$ cat config.mk
export PLATFORM = sky130hd
export DESIGN_NAME = msix_table_regs
export DESIGN_NICKNAME = d
export VERILOG_FILES = /design/src/rtl/msix_pkg.sv /design/src/rtl/msix_addr_dec.sv /design/src/rtl/msix_vec_entry.sv /design/src/rtl/msix_pba.sv /design/src/rtl/msix_table_regs.sv
export SDC_FILE = /design/constraint.sdc
export NUM_CORES = 1
export LEC_CHECK = 0
export CAP_MARGIN = 10
export CORE_MARGIN = 2
export CORE_UTILIZATION = 30
export DETAILED_ROUTE_END_ITERATION = 8
export DONT_BUFFER_PORTS = 1
export PLACE_DENSITY_LB_ADDON = 0.2
export SLEW_MARGIN = 10
export SYNTH_ARGS = -nofsm -noshare
export SYNTH_HDL_FRONTEND = slang
export SYNTH_HIERARCHICAL = 1
export SYNTH_SLANG_ARGS = --single-unit
$ cat constraint.sdc
create_clock -name clk_i -period 1.91 [get_ports clk_i]
set_input_delay 0.0955 -clock clk_i [delete_from_list [all_inputs] [get_ports clk_i]]
set_output_delay 0.0955 -clock clk_i [all_outputs]
set_load 0.01 [all_outputs]
$ cat src/rtl/msix_pkg.sv
package msix_pkg;
  typedef struct packed {
    logic [31:0] addr_hi;
    logic [31:0] addr_lo;
    logic [31:0] msg;
    logic        masked;
  } msix_entry_t;
endpackage

$ cat src/rtl/msix_addr_dec.sv
module msix_addr_dec #(
  parameter int ADDR_W = 20,
  parameter int NUM_VEC = 8,
  parameter logic [ADDR_W-1:0] TABLE_BASE = 20'h80000,
  parameter logic [ADDR_W-1:0] PBA_BASE = 20'h90000,
  localparam int IDX_W = (NUM_VEC > 1) ? $clog2(NUM_VEC) : 1,
  localparam int PBA_QW = (NUM_VEC + 63) / 64,
  localparam int PQ_W = (PBA_QW > 1) ? $clog2(PBA_QW) : 1
) (
  input  logic [ADDR_W-1:0] addr_i,
  output logic              tbl_hit_o,
  output logic [IDX_W-1:0]  tbl_idx_o,
  output logic              tbl_qsel_o,
  output logic              pba_hit_o,
  output logic [PQ_W-1:0]   pba_qw_o
);
  localparam int TBL_BYTES = NUM_VEC * 16;
  localparam int PBA_BYTES = PBA_QW * 8;

  logic [ADDR_W-1:0] toff, poff;

  assign toff = addr_i - TABLE_BASE;
  assign poff = addr_i - PBA_BASE;

  assign tbl_hit_o  = (addr_i >= TABLE_BASE) && (toff < ADDR_W'(TBL_BYTES));
  assign tbl_idx_o  = toff[IDX_W+3:4];
  assign tbl_qsel_o = toff[3];
  assign pba_hit_o  = (addr_i >= PBA_BASE) && (poff < ADDR_W'(PBA_BYTES));
  assign pba_qw_o   = poff[PQ_W+2:3];
endmodule

$ cat src/rtl/msix_vec_entry.sv
module msix_vec_entry
  import msix_pkg::*;
(
  input  logic        clk_i,
  input  logic        rst_ni,
  input  logic        wr_i,
  input  logic        qsel_i,
  input  logic [7:0]  be_i,
  input  logic [63:0] wdata_i,
  output msix_entry_t entry_o
);
  msix_entry_t q;

  always_ff @(posedge clk_i or negedge rst_ni) begin
    if (!rst_ni) begin
      q.addr_hi <= '0;
      q.addr_lo <= '0;
      q.msg     <= '0;
      q.masked  <= 1'b1;
    end else if (wr_i) begin
      for (int b = 0; b < 4; b++) begin
        if (!qsel_i && be_i[b])   q.addr_lo[8*b +: 8] <= wdata_i[8*b +: 8];
        if (!qsel_i && be_i[b+4]) q.addr_hi[8*b +: 8] <= wdata_i[32+8*b +: 8];
        if (qsel_i && be_i[b])    q.msg[8*b +: 8]     <= wdata_i[8*b +: 8];
      end
      // dword alignment: low two address bits never stored
      if (!qsel_i && be_i[0]) q.addr_lo[1:0] <= 2'b00;
      if (qsel_i && be_i[4])  q.masked <= wdata_i[32];
    end
  end

  assign entry_o = q;

  p_lo_align_r3: assert property (@(posedge clk_i) disable iff (!rst_ni)
    entry_o.addr_lo[1:0] == 2'b00);

  p_msg_hold_r5: assert property (@(posedge clk_i) disable iff (!rst_ni)
    (wr_i && qsel_i && be_i[3:0] == 4'h0) |=> $stable(entry_o.msg));
endmodule

$ cat src/rtl/msix_pba.sv
module msix_pba #(
  parameter int NUM_VEC = 8
) (
  input  logic               clk_i,
  input  logic               rst_ni,
  input  logic [NUM_VEC-1:0] set_i,
  input  logic [NUM_VEC-1:0] clr_i,
  output logic [NUM_VEC-1:0] pend_o
);
  for (genvar g = 0; g < NUM_VEC; g++) begin : g_bit
    logic bit_q;
    always_ff @(posedge clk_i or negedge rst_ni) begin
      if (!rst_ni)       bit_q <= 1'b0;
      else if (set_i[g]) bit_q <= 1'b1;
      else if (clr_i[g]) bit_q <= 1'b0;
    end
    assign pend_o[g] = bit_q;

    p_set_r9: assert property (@(posedge clk_i) disable iff (!rst_ni)
      set_i[g] |=> pend_o[g]);
    p_clr_r9: assert property (@(posedge clk_i) disable iff (!rst_ni)
      (clr_i[g] && !set_i[g]) |=> !pend_o[g]);
    p_hold_r8: assert property (@(posedge clk_i) disable iff (!rst_ni)
      (!set_i[g] && !clr_i[g]) |=> $stable(pend_o[g]));
  end
endmodule

$ cat src/rtl/msix_table_regs.sv
module msix_table_regs
  import msix_pkg::*;
#(
  parameter int ADDR_W = 20,
  parameter int NUM_VEC = 8,
  parameter logic [ADDR_W-1:0] TABLE_BASE = 20'h80000,
  parameter logic [ADDR_W-1:0] PBA_BASE = 20'h90000,
  localparam int IDX_W = (NUM_VEC > 1) ? $clog2(NUM_VEC) : 1
) (
  input  logic               clk_i,
  input  logic               rst_ni,
  input  logic               req_valid_i,
  input  logic               req_write_i,
  input  logic [ADDR_W-1:0]  req_addr_i,
  input  logic [7:0]         req_be_i,
  input  logic [63:0]        req_wdata_i,
  output logic               rsp_valid_o,
  output logic [63:0]        rsp_rdata_o,
  input  logic [IDX_W-1:0]   lkp_idx_i,
  output logic [63:0]        lkp_addr_o,
  output logic [31:0]        lkp_data_o,
  output logic               lkp_masked_o,
  input  logic [NUM_VEC-1:0] pend_set_i,
  input  logic [NUM_VEC-1:0] pend_clr_i,
  output logic [NUM_VEC-1:0] pend_o
);
  localparam int PBA_QW = (NUM_VEC + 63) / 64;
  localparam int PQ_W = (PBA_QW > 1) ? $clog2(PBA_QW) : 1;

  logic             tbl_hit, tbl_qsel, pba_hit;
  logic [IDX_W-1:0] tbl_idx;
  logic [PQ_W-1:0]  pba_qw;
  logic             rd_req, wr_req;
  logic [63:0]      rd_q;
  msix_entry_t      ent [NUM_VEC];
  msix_entry_t      lkp_ent;
  logic [PBA_QW*64-1:0] pend_pad;

  assign rd_req = req_valid_i && !req_write_i;
  assign wr_req = req_valid_i && req_write_i;

  msix_addr_dec #(
    .ADDR_W(ADDR_W), .NUM_VEC(NUM_VEC),
    .TABLE_BASE(TABLE_BASE), .PBA_BASE(PBA_BASE)
  ) u_dec (
    .addr_i    (req_addr_i),
    .tbl_hit_o (tbl_hit),
    .tbl_idx_o (tbl_idx),
    .tbl_qsel_o(tbl_qsel),
    .pba_hit_o (pba_hit),
    .pba_qw_o  (pba_qw)
  );

  for (genvar g = 0; g < NUM_VEC; g++) begin : g_ent
    logic wr_sel;
    assign wr_sel = wr_req && tbl_hit && (tbl_idx == IDX_W'(g));
    msix_vec_entry u_ent (
      .clk_i  (clk_i),
      .rst_ni (rst_ni),
      .wr_i   (wr_sel),
      .qsel_i (tbl_qsel),
      .be_i   (req_be_i),
      .wdata_i(req_wdata_i),
      .entry_o(ent[g])
    );
  end

  msix_pba #(.NUM_VEC(NUM_VEC)) u_pba (
    .clk_i (clk_i),
    .rst_ni(rst_ni),
    .set_i (pend_set_i),
    .clr_i (pend_clr_i),
    .pend_o(pend_o)
  );

  always_comb begin
    pend_pad = '0;
    pend_pad[NUM_VEC-1:0] = pend_o;
  end

  always_comb begin
    rd_q = '0;
    if (tbl_hit) begin
      if (tbl_qsel) rd_q = {31'b0, ent[tbl_idx].masked, ent[tbl_idx].msg};
      else          rd_q = {ent[tbl_idx].addr_hi, ent[tbl_idx].addr_lo};
    end else if (pba_hit) begin
      for (int q = 0; q < PBA_QW; q++)
        if (pba_qw == PQ_W'(q)) rd_q = pend_pad[64*q +: 64];
    end
  end

  always_ff @(posedge clk_i or negedge rst_ni) begin
    if (!rst_ni) begin
      rsp_valid_o <= 1'b0;
      rsp_rdata_o <= '0;
    end else begin
      rsp_valid_o <= rd_req;
      rsp_rdata_o <= rd_req ? rd_q : '0;
    end
  end

  always_comb begin
    lkp_ent = '0;
    if ({1'b0, lkp_idx_i} < (IDX_W+1)'(NUM_VEC)) lkp_ent = ent[lkp_idx_i];
  end

  assign lkp_addr_o   = {lkp_ent.addr_hi, lkp_ent.addr_lo};
  assign lkp_data_o   = lkp_ent.msg;
  assign lkp_masked_o = lkp_ent.masked;

  p_rsp_due_r6: assert property (@(posedge clk_i) disable iff (!rst_ni)
    rd_req |=> rsp_valid_o);
  p_rsp_idle_r6: assert property (@(posedge clk_i) disable iff (!rst_ni)
    !rd_req |=> !rsp_valid_o);
  p_lkp_align_r3: assert property (@(posedge clk_i) disable iff (!rst_ni)
    lkp_addr_o[1:0] == 2'b00);
  p_ctrl_zero_r4: assert property (@(posedge clk_i) disable iff (!rst_ni)
    (rd_req && tbl_hit && tbl_qsel) |=> (rsp_rdata_o[63:33] == '0));
  p_unmapped_zero_r7: assert property (@(posedge clk_i) disable iff (!rst_ni)
    (rd_req && !tbl_hit && !pba_hit) |=> (rsp_rdata_o == '0));
endmodule

==> metrics.md <==
| Metric | Value |
|---|---|
| Max-slew violations | 0 |
| Clk slew on worst S/H paths | 0.06 ns |
| Max_cap viols | 0 |
| Sink Count | 833 |
| Floorplan row count | 140 |
| Routed length per instance | 27.5 µm |
| Initial antenna violation count | 15 |
| H-tree levels | 3 |
| DRC viols | 0 |
| CP max FO | approximately 190 |
| Tot GR Track Use | 18.7% |
| Clk buf depth | 3 |
| Grt met1 use | 23.0% |
| Final setup viols | 96 |
| Least-Margin Pin Slew | about 1.3 ns |
| # fillers | 13400 |
| Layout cells sized above 1 | 59.6% |
| Cell Area, Placed | 46500 µm² |
| Mapped cell area | 44100 µm² |
| Status | complete, but fails checks |
| FF/Latch Area | between 20000 and 25000 µm² |
| Crit path largest cell delay | between 0.9 and 1 ns |
| Top_reg_cell synth | dfrtp_1 |
| Worst hold margin | -0.544 ns |
| Via count | 27100 |
| Area Growth Syn to Fin | 26.5% |
| Critical path's slowest cell | mux4_2 |
| Largest net degree at the start of global routing | 834 |
| Worst skew pair latency | 0.74 ns |
| DR vias/cell | 5.21 |
| First-pass GRT wire length | 208000 µm |
| Multi-input logic area | 22600 µm² |
| Critical Path End Type | output port |
| Die Y | 387 µm |
| R2R depth | 5 |
| DP Worst Slack | -0.434 ns |
| RSZ-0062 raised after global routing | yes |
| Fin crit period | 2.09 ns |
| Core area | 146000 µm² |
| Post-synth EDFFs | 0 |
| DP HPWL | 76800 µm |
| DRT antenna net count | 0 |
| Count of input and output buffers | 0 |
| R2R Setup Slk | 0.04 ns |
| Leakage | 27.0 nW |
| Peak VDD IR | 0.000691 V |
| Hold/Removal Path Class | in2async |
| I/O Pins | 285 |
| CTS root buffer | clkbuf_16 |
| Crit-path leading delay family | multiplexers |
| Pwr dens | between 700 and 800 nW/µm² |
| Post-synthesis sequential area ratio | a little under half |
| Initial core utilization | 30.2% |
| #FFs+latches synth | about 830 |
| Worst R2R Start | g_ent[3].u_ent/entry_o[85]$_DFFE_PN0P_ |
| WS Path Type | in2out |
| Crit path cell chain | mux4_2 > mux2_4 |
| Post-Route WL | 143000 µm |
| Syn Area/Cell | roughly 17 µm² |
| Post-synth ARST share | 100% |
| Grt met2 use | 31.6% |
| Worst EP arrival | 2.00 ns |
| Final Hold Fails | 799 |
| Gpl congestion | 0.731 |
| Vias in the first global route | 30800 |
| Buf/Inv on CP | 0 |
| Max Fclk | 0.478 GHz |
| Crit path launch type | input port |
| CTS tree | done |
| Post-route cell area | ~56000 µm² |
| CTS buffer count | 105 |
| Cell variety after synth | 42 |
| DR iter-0 viols | between 1000 and 1500 |
| R2R Path End | rsp_rdata_o[52]$_DFF_PN0_ |
| Ys Warns | 6 |
| Failing checks | negative hold slack, negative setup slack |
| Nets | ~3300 |
| Skew final | 0.0231 ns |
| Global route overflow | 0 |
| Final WS setup | -0.181 ns |
| Post-Syn Instances | 2608 |
| Full die area | 150000 µm² |
| Final period utilization | 109% |
| DRT Pass-1 Iters | 4 |
| Worst EP required | 1.81 ns |
| Met3 usage | 5.16% |
| Busiest grt layer | met2 |
| Die X-Extent | 387 µm |
| Slew margin rel. | a little over a tenth |
-- metal layers --
metal | wire length, µm | vias up
li1 | - | 11400
met1 | 60100 | 14700
met2 | 70000 | 644
met3 | 8480 | 242
met4 | 4270 | 14
met5 | 81 | -
-- what timing repair did --
action                                  4_1_cts  5_1_grt
endpoints found under the setup margin       95      449
pin swaps                                     0       14
cloned                                        0        3
hold endpoints to repair                   1666      919
setup buffers                               204      121
hold buffers                                288       14
resized for setup                            95       51
-- report_power, final --
group | switching (W) | internal (W) | total [W]
sequential | 0.0000341 | 0.0177 | 0.0177
clock | 0.00835 | 0.0123 | 0.0207
combinational | 0.000980 | 0.000739 | 0.00172
-- cells in the final DEF, fill, tap and decap left out, types with 4 or more instances in the layout --
master / count
a21o_1: 10
a21oi_1: 6
a221oi_1: 4
a22oi_1: 10
buf_12: 56
buf_16: 6
buf_4: 350
buf_6: 5
bufinv_16: 9
clkbuf_1: 24
clkbuf_16: 108
clkbuf_8: 24
clkinv_2: 14
clkinvlp_4: 6
conb_1: 16
dfrtp_1: 825
dfstp_2: 8
diode_2: 5
dlygate4sd3_1: 202
dlymetal6s4s_1: 16
inv_1: 8
inv_6: 4
mux2_2: 692
mux2_4: 168
mux2i_1: 95
mux4_2: 379
nand2_1: 11
nand3_1: 10
nand3_4: 33
nand3b_2: 15
nand3b_4: 49
nor2_1: 35
nor2_4: 7
nor3_1: 4
o211ai_1: 12
o22ai_1: 21
-- flip-flops by register name, indices dropped and copies added (netlist names) --
register	cells
u_pba/g_bit.bit_q	8
rsp_rdata_o	64
rsp_valid_o	1
g_ent.u_ent/entry_o	760
-- worst min-delay path, stage by stage --
cell and delay, ns:
buf_12 0.07, buf_12 0.09, buf_12 0.09, buf_12 0.19
-- per-stage QoR --
stage / util [%] / TNS, ns / hold slack [ns] / std cells / total power (W)
2_1_floorplan: - / -0.105 / -0.200 / 2616 / 0.0191
3_3_place_gp: 31.9 / -222.42 / -0.149 / 4433 / 0.0186
3_5_place_dp: 31.9 / -215.43 / -0.154 / 4433 / 0.0186
4_1_cts: 37.7 / -27.95 / -0.941 / 5118 / 0.0403
5_1_grt: 38.3 / -47.79 / -0.563 / 5193 / 0.0416
6_report: 38.3 / -9.66 / -0.544 / 5196 / 0.0401
-- kinds of logic (layout without fill, tap and decap cells) --
group,after synthesis,after routing,synth area share [%]
buffers and inverters,184,842,2.90
flip-flops,833,833,47.3
multiplexers,1334,1334,44.0
AND/OR/NAND/NOR,183,183,4.64
other,8,21,0.0681
AO/OA/AOI/OAI,66,66,1.05
-- worst max-delay path by stage --
stage                                                      start                                      to  slack [ns]  cells after the start
after floorplan                                    req_addr_i[6]   g_ent[0].u_ent/entry_o[1]$_DFFE_PN0P_       -0.01                     10
after global placement                            req_addr_i[18]  g_ent[4].u_ent/entry_o[66]$_DFFE_PN0P_       -0.43                      8
after detailed placement                          req_addr_i[18]  g_ent[4].u_ent/entry_o[72]$_DFFE_PN0P_       -0.43                      8
after CTS                 g_ent[3].u_ent/entry_o[30]$_DFFE_PN0P_                          lkp_data_o[29]       -0.24                      2
after global routing      g_ent[3].u_ent/entry_o[32]$_DFFE_PN0P_                          lkp_data_o[31]       -0.26                      2
final                                               lkp_idx_i[0]                          lkp_addr_o[44]       -0.18                      2
-- cell usage after synthesis, types with 27 or more instances --
| master | n | area share [%] |
|---|---|---|
| nand3_4 | 32 | 1.3 |
| buf_4 | 50 | 0.85 |
| mux2_2 | 796 | 20 |
| mux2i_1 | 95 | 2.2 |
| clkbuf_1 | 28 | 0.24 |
| mux2_4 | 64 | 2.2 |
| mux4_2 | 379 | 19 |
| buf_6 | 27 | 0.69 |
| nand3b_4 | 40 | 1.8 |
| nor2_1 | 43 | 0.37 |
| dfrtp_1 | 825 | 47 |
| buf_2 | 54 | 0.61 |
-- final cells by class --
| type | instances | area share (%) |
|---|---|---|
| Antenna cell | 5 | 0.0224 |
| Clock buffer | 153 | 5.46 |
| Clock inverter | 40 | 0.987 |
| Inverter | 8 | 0.0538 |
| Multi-Input combinational cell | 1599 | 40.5 |
| Sequential cell | 833 | 37.4 |
| Tap cell | 1917 | 4.30 |
| Timing Repair Buffer | 641 | 11.3 |
(Power assumes the default switching activity.)
